[src/rtl/cpu_rst_pkg.sv]
package cpu_rst_pkg;

    typedef enum logic [3:0] {
        ST_IDLE0,
        ST_IDLE1,
        ST_PUSH_PCH,
        ST_PUSH_PCL,
        ST_PUSH_P,
        ST_VEC_LO,
        ST_VEC_HI,
        ST_RUN
    } rst_state_t;

endpackage

[src/rtl/rst_seq_fsm.sv]
module rst_seq_fsm
    import cpu_rst_pkg::*;
(
    input  logic       clk,
    input  logic       por_i,
    input  logic       rst_i,
    output rst_state_t state_o
);

    rst_state_t state_q;
    rst_state_t state_d;

    // Successor of each state when no request is active
    always_comb begin
        unique case (state_q)
            ST_IDLE0:    state_d = ST_IDLE1;
            ST_IDLE1:    state_d = ST_PUSH_PCH;
            ST_PUSH_PCH: state_d = ST_PUSH_PCL;
            ST_PUSH_PCL: state_d = ST_PUSH_P;
            ST_PUSH_P:   state_d = ST_VEC_LO;
            ST_VEC_LO:   state_d = ST_VEC_HI;
            ST_VEC_HI:   state_d = ST_RUN;
            ST_RUN:      state_d = ST_RUN;
            default:     state_d = ST_RUN;
        endcase
    end

    // Power-on is asynchronous and wins; warm reset restarts on the clock
    always_ff @(posedge clk or posedge por_i) begin
        if (por_i) begin
            state_q <= ST_IDLE0;
        end else if (rst_i) begin
            state_q <= ST_IDLE0;
        end else begin
            state_q <= state_d;
        end
    end

    assign state_o = state_q;

endmodule

[src/rtl/rst_arch_regs.sv]
module rst_arch_regs #(
    parameter int          DW      = 8,
    parameter int          AW      = 2 * DW,
    parameter int          P_IFLAG = 2
) (
    input  logic          clk,
    input  logic          por_i,
    input  logic          rst_i,
    input  logic          sp_dec_i,
    input  logic          vlo_ld_i,
    input  logic          pc_ld_i,
    input  logic [DW-1:0] rdata_i,
    input  logic [DW-1:0] arch_a_i,
    input  logic [DW-1:0] arch_x_i,
    input  logic [DW-1:0] arch_y_i,
    input  logic [DW-1:0] arch_s_i,
    input  logic [DW-1:0] arch_p_i,
    input  logic [AW-1:0] arch_pc_i,
    output logic [DW-1:0] a_o,
    output logic [DW-1:0] x_o,
    output logic [DW-1:0] y_o,
    output logic [DW-1:0] s_o,
    output logic [DW-1:0] p_o,
    output logic [AW-1:0] pc_o
);

    localparam logic [DW-1:0] IMASK = DW'(1) << P_IFLAG;

    logic [DW-1:0] vlo_q;

    always_ff @(posedge clk or posedge por_i) begin
        if (por_i) begin
            a_o   <= '0;
            x_o   <= '0;
            y_o   <= '0;
            s_o   <= '0;
            p_o   <= IMASK;
            pc_o  <= '0;
            vlo_q <= '0;
        end else if (rst_i) begin
            a_o  <= arch_a_i;
            x_o  <= arch_x_i;
            y_o  <= arch_y_i;
            s_o  <= arch_s_i;
            p_o  <= arch_p_i | IMASK;
            pc_o <= arch_pc_i;
        end else begin
            if (sp_dec_i) begin
                s_o <= s_o - DW'(1);
            end
            if (vlo_ld_i) begin
                vlo_q <= rdata_i;
            end
            if (pc_ld_i) begin
                pc_o <= {rdata_i, vlo_q};
            end
        end
    end

endmodule

[src/rtl/cpu_reset_seq.sv]
module cpu_reset_seq
    import cpu_rst_pkg::*;
#(
    parameter int          DW         = 8,
    parameter int          AW         = 16,
    parameter logic [15:0] VEC_ADDR   = 16'hFFFC,
    parameter logic [7:0]  STACK_PAGE = 8'h01,
    parameter int          P_IFLAG    = 2
) (
    input  logic          clk,
    input  logic          por_i,
    input  logic          rst_i,
    input  logic [DW-1:0] rdata_i,
    input  logic [DW-1:0] arch_a_i,
    input  logic [DW-1:0] arch_x_i,
    input  logic [DW-1:0] arch_y_i,
    input  logic [DW-1:0] arch_s_i,
    input  logic [DW-1:0] arch_p_i,
    input  logic [AW-1:0] arch_pc_i,
    output logic [AW-1:0] addr_o,
    output logic          rd_o,
    output logic          we_o,
    output logic [DW-1:0] a_o,
    output logic [DW-1:0] x_o,
    output logic [DW-1:0] y_o,
    output logic [DW-1:0] s_o,
    output logic [DW-1:0] p_o,
    output logic [AW-1:0] pc_o,
    output logic          done_o
);

    localparam logic [AW-1:0] VEC_LO_A = AW'(VEC_ADDR);
    localparam logic [AW-1:0] VEC_HI_A = AW'(VEC_ADDR) + AW'(1);
    localparam int            PAGE_W   = AW - DW;

    rst_state_t state;
    logic       sp_dec;
    logic       vlo_ld;
    logic       pc_ld;

    rst_seq_fsm u_fsm (
        .clk     (clk),
        .por_i   (por_i),
        .rst_i   (rst_i),
        .state_o (state)
    );

    rst_arch_regs #(
        .DW      (DW),
        .AW      (AW),
        .P_IFLAG (P_IFLAG)
    ) u_regs (
        .clk       (clk),
        .por_i     (por_i),
        .rst_i     (rst_i),
        .sp_dec_i  (sp_dec),
        .vlo_ld_i  (vlo_ld),
        .pc_ld_i   (pc_ld),
        .rdata_i   (rdata_i),
        .arch_a_i  (arch_a_i),
        .arch_x_i  (arch_x_i),
        .arch_y_i  (arch_y_i),
        .arch_s_i  (arch_s_i),
        .arch_p_i  (arch_p_i),
        .arch_pc_i (arch_pc_i),
        .a_o       (a_o),
        .x_o       (x_o),
        .y_o       (y_o),
        .s_o       (s_o),
        .p_o       (p_o),
        .pc_o      (pc_o)
    );

    // Output decode. The push cycles of the shared entry path become reads,
    // so the write strobe stays low in every state.
    always_comb begin
        addr_o = '0;
        rd_o   = 1'b0;
        we_o   = 1'b0;
        done_o = 1'b0;
        sp_dec = 1'b0;
        vlo_ld = 1'b0;
        pc_ld  = 1'b0;
        unique case (state)
            ST_IDLE0, ST_IDLE1: begin
                addr_o = pc_o;
                rd_o   = 1'b1;
            end
            ST_PUSH_PCH, ST_PUSH_PCL, ST_PUSH_P: begin
                addr_o = {STACK_PAGE[PAGE_W-1:0], s_o};
                rd_o   = 1'b1;
                sp_dec = 1'b1;
            end
            ST_VEC_LO: begin
                addr_o = VEC_LO_A;
                rd_o   = 1'b1;
                vlo_ld = 1'b1;
            end
            ST_VEC_HI: begin
                addr_o = VEC_HI_A;
                rd_o   = 1'b1;
                done_o = 1'b1;
                pc_ld  = 1'b1;
            end
            ST_RUN: begin
                addr_o = '0;
            end
            default: begin
                addr_o = '0;
            end
        endcase
    end

    // each stack cycle lowers S by one
    a_r3_sp_step: assert property (@(posedge clk) disable iff (por_i || rst_i)
        (state == ST_PUSH_PCH || state == ST_PUSH_PCL || state == ST_PUSH_P)
        |=> s_o == $past(s_o) - DW'(1));

    // the vector high read directly follows the vector low read
    a_r3_vec_order: assert property (@(posedge clk) disable iff (por_i || rst_i)
        (addr_o == VEC_LO_A && rd_o) |=> (addr_o == VEC_HI_A && done_o));

    // PC high byte comes from the vector high read
    a_r6_pc_hi: assert property (@(posedge clk) disable iff (por_i || rst_i)
        done_o |=> pc_o[AW-1:DW] == $past(rdata_i));

    // done lasts a single cycle
    a_r7_done_pulse: assert property (@(posedge clk) disable iff (por_i || rst_i)
        done_o |=> !done_o);

    // the interrupt-disable flag is set by the time done is raised
    a_r2_iflag: assert property (@(posedge clk) disable iff (por_i || rst_i)
        done_o |-> p_o[P_IFLAG]);

    // registers hold once the sequence has finished
    a_r10_hold: assert property (@(posedge clk) disable iff (por_i || rst_i)
        (state == ST_RUN) |=> ($stable(s_o) && $stable(pc_o) && $stable(p_o)));

endmodule

[config.mk]
export PLATFORM = sky130hd
export DESIGN_NAME = cpu_reset_seq
export DESIGN_NICKNAME = d
export VERILOG_FILES = /design/src/rtl/cpu_rst_pkg.sv /design/src/rtl/rst_seq_fsm.sv /design/src/rtl/rst_arch_regs.sv /design/src/rtl/cpu_reset_seq.sv
export SDC_FILE = /design/constraint.sdc
export NUM_CORES = 1
export LEC_CHECK = 0
export BUFFER_PORTS_ARGS = -buffer_cell sky130_fd_sc_hd__buf_4
export CORE_MARGIN = 1.5
export CORE_UTILIZATION = 50
export DETAILED_ROUTE_END_ITERATION = 16
export GPL_TIMING_DRIVEN = 0
export PLACE_DENSITY = 0.91
export SYNTH_ARGS = -nofsm -noshare
export SYNTH_HDL_FRONTEND = slang
export SYNTH_SLANG_ARGS = --single-unit
[constraint.sdc]
create_clock -name clk -period 4.2 [get_ports clk]
set_clock_uncertainty 0.2 [all_clocks]
set_input_delay 0.42 -clock clk [delete_from_list [all_inputs] [get_ports clk]]
set_output_delay 0.42 -clock clk [all_outputs]
set_load 0.05 [all_outputs]
==> flow_metrics.py <==
metrics = {
    "run_status": {
        "status": "complete, no violations",
    },
    "clocking": {
        "postCtsSetupBuffers": 0,
        "clockBufferDepth": 2,
        "cts_tree": "built",
        "clkSinkCount": 66,
        "cts_hold_buf": 1,
        "cts_max_level": 3,
        "worstSkewPairLatency_ns": 0.34,
        "cts_resized": 0,
        "cts.clk_slew.worst_paths_ns": 0.07,
        "root_buffer": "clkbuf_8",
        "cts_buffers": 9,
    },
    "global_route": {
        "grt_pass1_vias": 2708,
        "grt_max_degree": 42,
        "grt_overflow": 0,
        "grt_pass1_wl_um": 12870,
        "antenna_found_initial": 0,
        "grtUsageTotal": 0.2642,
    },
    "synth": {
        "yosys_most_used_dff": "dfrtp_1",
        "synth_edf_count": 0,
        "synth_seq_cells": 66,
        "syn_area_per_cell_sq_um": 11.52,
        "async_flop_share": 1.000,
        "yosysSeqAreaShare": 0.5410,
        "syn-num-nets": 339,
        "synth_cell_type_count": 36,
        "syn_area_sq_mm": 0.003053,
        "syn_inst": 265,
        "ys_warn_count": 0,
    },
    "sta": {
        "period_needed_ns": 3.249,
        "holdWs_ns": 0.08470,
        "tightestPinTransition_ns": 0.7080,
        "hold_violations": 0,
        "maxSlewHeadroom": 0.5249,
        "fin_crit_sh": 0.7735,
        "fin_tns_setup_ns": 0,
        "fmax_ghz": 0.3078,
        "slew_violations": 0,
        "setup_viol": 0,
        "worst_slack_ns": 0.9512,
        "rsz0062_at_grt": "false",
    },
    "finish": {
        "synthToLayoutAreaGrowth_pct": 45.04,
        "n_antenna_cell": 0,
        "seq_area_sq_mm": 0.001652,
        "stdcell_area_sq_mm": 0.004428,
        "fin_cells": 496,
        "fin_nets": 490,
        "multi_input_area_sq_mm": 0.001300,
        "drive_above_1_share": 0.4798,
        "fin_util": 0.7479,
        "fill_cells": 407,
    },
    "critical_path": {
        "worstPathArrival_ns": 2.63,
        "crit-reg2reg-launch": "u_fsm.state_o[0]",
        "worstPathMaxFanout": 10,
        "cp-startpoint": "u_fsm.state_o[1]",
        "end_kind": "primary output",
        "required_ns": 3.58,
        "cp-start-kind": "register",
        "worstSetupPathType": "reg -> out",
    },
    "route": {
        "drtIter0Drc": 155,
        "num_vias": 2670,
        "drc": 0,
        "firstDrtPassIters": 4,
        "drt-vias-per-instance": 5.383,
        "detail_route.wl_per_cell_um": 16.89,
        "ant_nets": 0,
        "wl_um": 8379,
    },
    "die": {
        "core_sq_mm": 0.005921,
        "die_h_um": 81.14,
        "dieWidth_um": 81.14,
        "initial_core_util": 0.5156,
        "io_pins": 142,
        "row_count": 28,
        "die-area_sq_mm": 0.006584,
    },
    "power": {
        "ir_worst_vdd_uv": 351.4,
        "leakage_nw": 2.255,
        "powerDensity_mw_per_mm2": 504.9,
        "p_total_mw": 2.236,
    },
    "placed_design": {
        "dp.cells": 479,
        "dpl.hpwl_um": 6170,
        "io_buffers": 138,
        "place_ws_ns": 1.394,
        "gp_congestion": 0.8382,
        "post_dp_cell_area_sq_mm": 0.004203,
    },
    "hold_path": {
        "min_path_type": "in -> reg",
        "worstHoldStart": "arch_pc_i[7]",
    },
    "flow_run": {
        "maxCapViolations": 0,
    },
}
==> power by group <==
part / internal, mW / switching [mW]
logic: 0.304 / 0.572
clock network: 0.324 / 0.236
registers: 0.727 / 0.0729
total: 1.36 / 0.880
==> worst max-delay path, cell delays in order (launching register included) <==
cell and delay (ns):
dfrtp_1 0.41, inv_1 0.14, ha_1 0.26, nor2_1 0.07
nor2_1 0.44, clkbuf_1 0.53, a21oi_1 0.14, nand2_1 0.09
buf_4 0.21
==> cell type report <==
class	instances	share of cell area
Clock buffer	13	0.03815
Clock inverter	3	0.01045
Timing Repair Buffer	140	0.2407
Tap cell	75	0.02119
Sequential cell	66	0.3730
Buffer	16	0.01780
Multi-Input combinational cell	177	0.2936
Inverter	6	0.005086
==> cells by family (layout without fill, tap and decap cells) <==
logic type | after synthesis | after routing | share of synthesized area
xor+xnor | 6 | 6 | 0.01721
simple gates | 68 | 68 | 0.1000
buf+inv | 22 | 178 | 0.03319
flops | 66 | 66 | 0.5410
compound gates | 39 | 39 | 0.08115
mux | 55 | 55 | 0.1963
fa+ha+maj | 7 | 7 | 0.02869
other cells | 2 | 2 | 0.002460
==> cells in the final DEF, fill, tap and decap left out, types with 2 or more instances in the layout <==
| cell type | Yosys | layout |
|---|---|---|
| a21oi_1 | 3 | 3 |
| nand2_1 | 41 | 41 |
| nor3_1 | 3 | 3 |
| buf_2 | 3 | 3 |
| clkbuf_1 | 8 | 9 |
| nand2b_1 | 2 | 2 |
| nor2_1 | 9 | 9 |
| a211oi_1 | 2 | 2 |
| conb_1 | 2 | 2 |
| buf_1 | 2 | 2 |
| buf_4 | 2 | 140 |
| or3_1 | 2 | 2 |
| o21ai_0 | 22 | 22 |
| dfrtp_1 | 66 | 66 |
| clkbuf_8 | 0 | 12 |
| a221o_1 | 7 | 7 |
| ha_1 | 7 | 7 |
| mux2i_1 | 16 | 16 |
| xor2_1 | 5 | 5 |
| mux2_2 | 39 | 39 |
| inv_1 | 5 | 4 |
| nand3b_1 | 2 | 2 |
| nand4_1 | 3 | 3 |
==> synthesized netlist by cell type (3+ instances only) <==
cell / number / share of area
a21oi_1: 3 / 0.0049
nor3_1: 3 / 0.0049
o21ai_0: 22 / 0.036
nand4_1: 3 / 0.0061
xor2_1: 5 / 0.014
inv_1: 5 / 0.0061
mux2i_1: 16 / 0.052
dfrtp_1: 66 / 0.54
mux2_2: 39 / 0.14
nor2_1: 9 / 0.011
ha_1: 7 / 0.029
a221o_1: 7 / 0.023
buf_2: 3 / 0.0049
nand2_1: 41 / 0.050
clkbuf_1: 8 / 0.0098
==> per-layer routing <==
metal / routed length [um] / vias to the layer above / global-route usage / share of wire
li1: - / 1228 / - / -
met1: 3155 / 1268 / 0.3149 / 0.38
met2: 4244 / 153 / 0.4350 / 0.51
met3: 768 / 21 / 0.06966 / 0.092
met4: 211 / 0 / 0.1448 / 0.025
met5: 0 / - / 0 / 0
==> worst paths after layout <==
kind / endpoint / slack [ns] / cells past startpoint
setup / recovery: addr_o[8] / 0.95 / 8
hold reg to reg: u_regs.a_o[1] / 0.31 / 1
max in group asynchronous: u_regs.pc_o[4] / 2.68 / 4
hold / removal: u_regs.pc_o[7] / 0.08 / 3
setup reg to reg: u_regs.s_o[7] / 1.89 / 7
min in group asynchronous: u_regs.a_o[1] / 0.51 / 3
==> state kept, by name, indices dropped and copies added (netlist names) <==
name / count
u_regs.y_o: 8
u_regs.p_o: 7
u_regs.vlo_q: 8
u_regs.a_o: 8
u_regs.s_o: 8
u_regs.x_o: 8
u_regs.pc_o: 16
u_fsm.state_o: 3
Power figures use the tool's default switching activity.
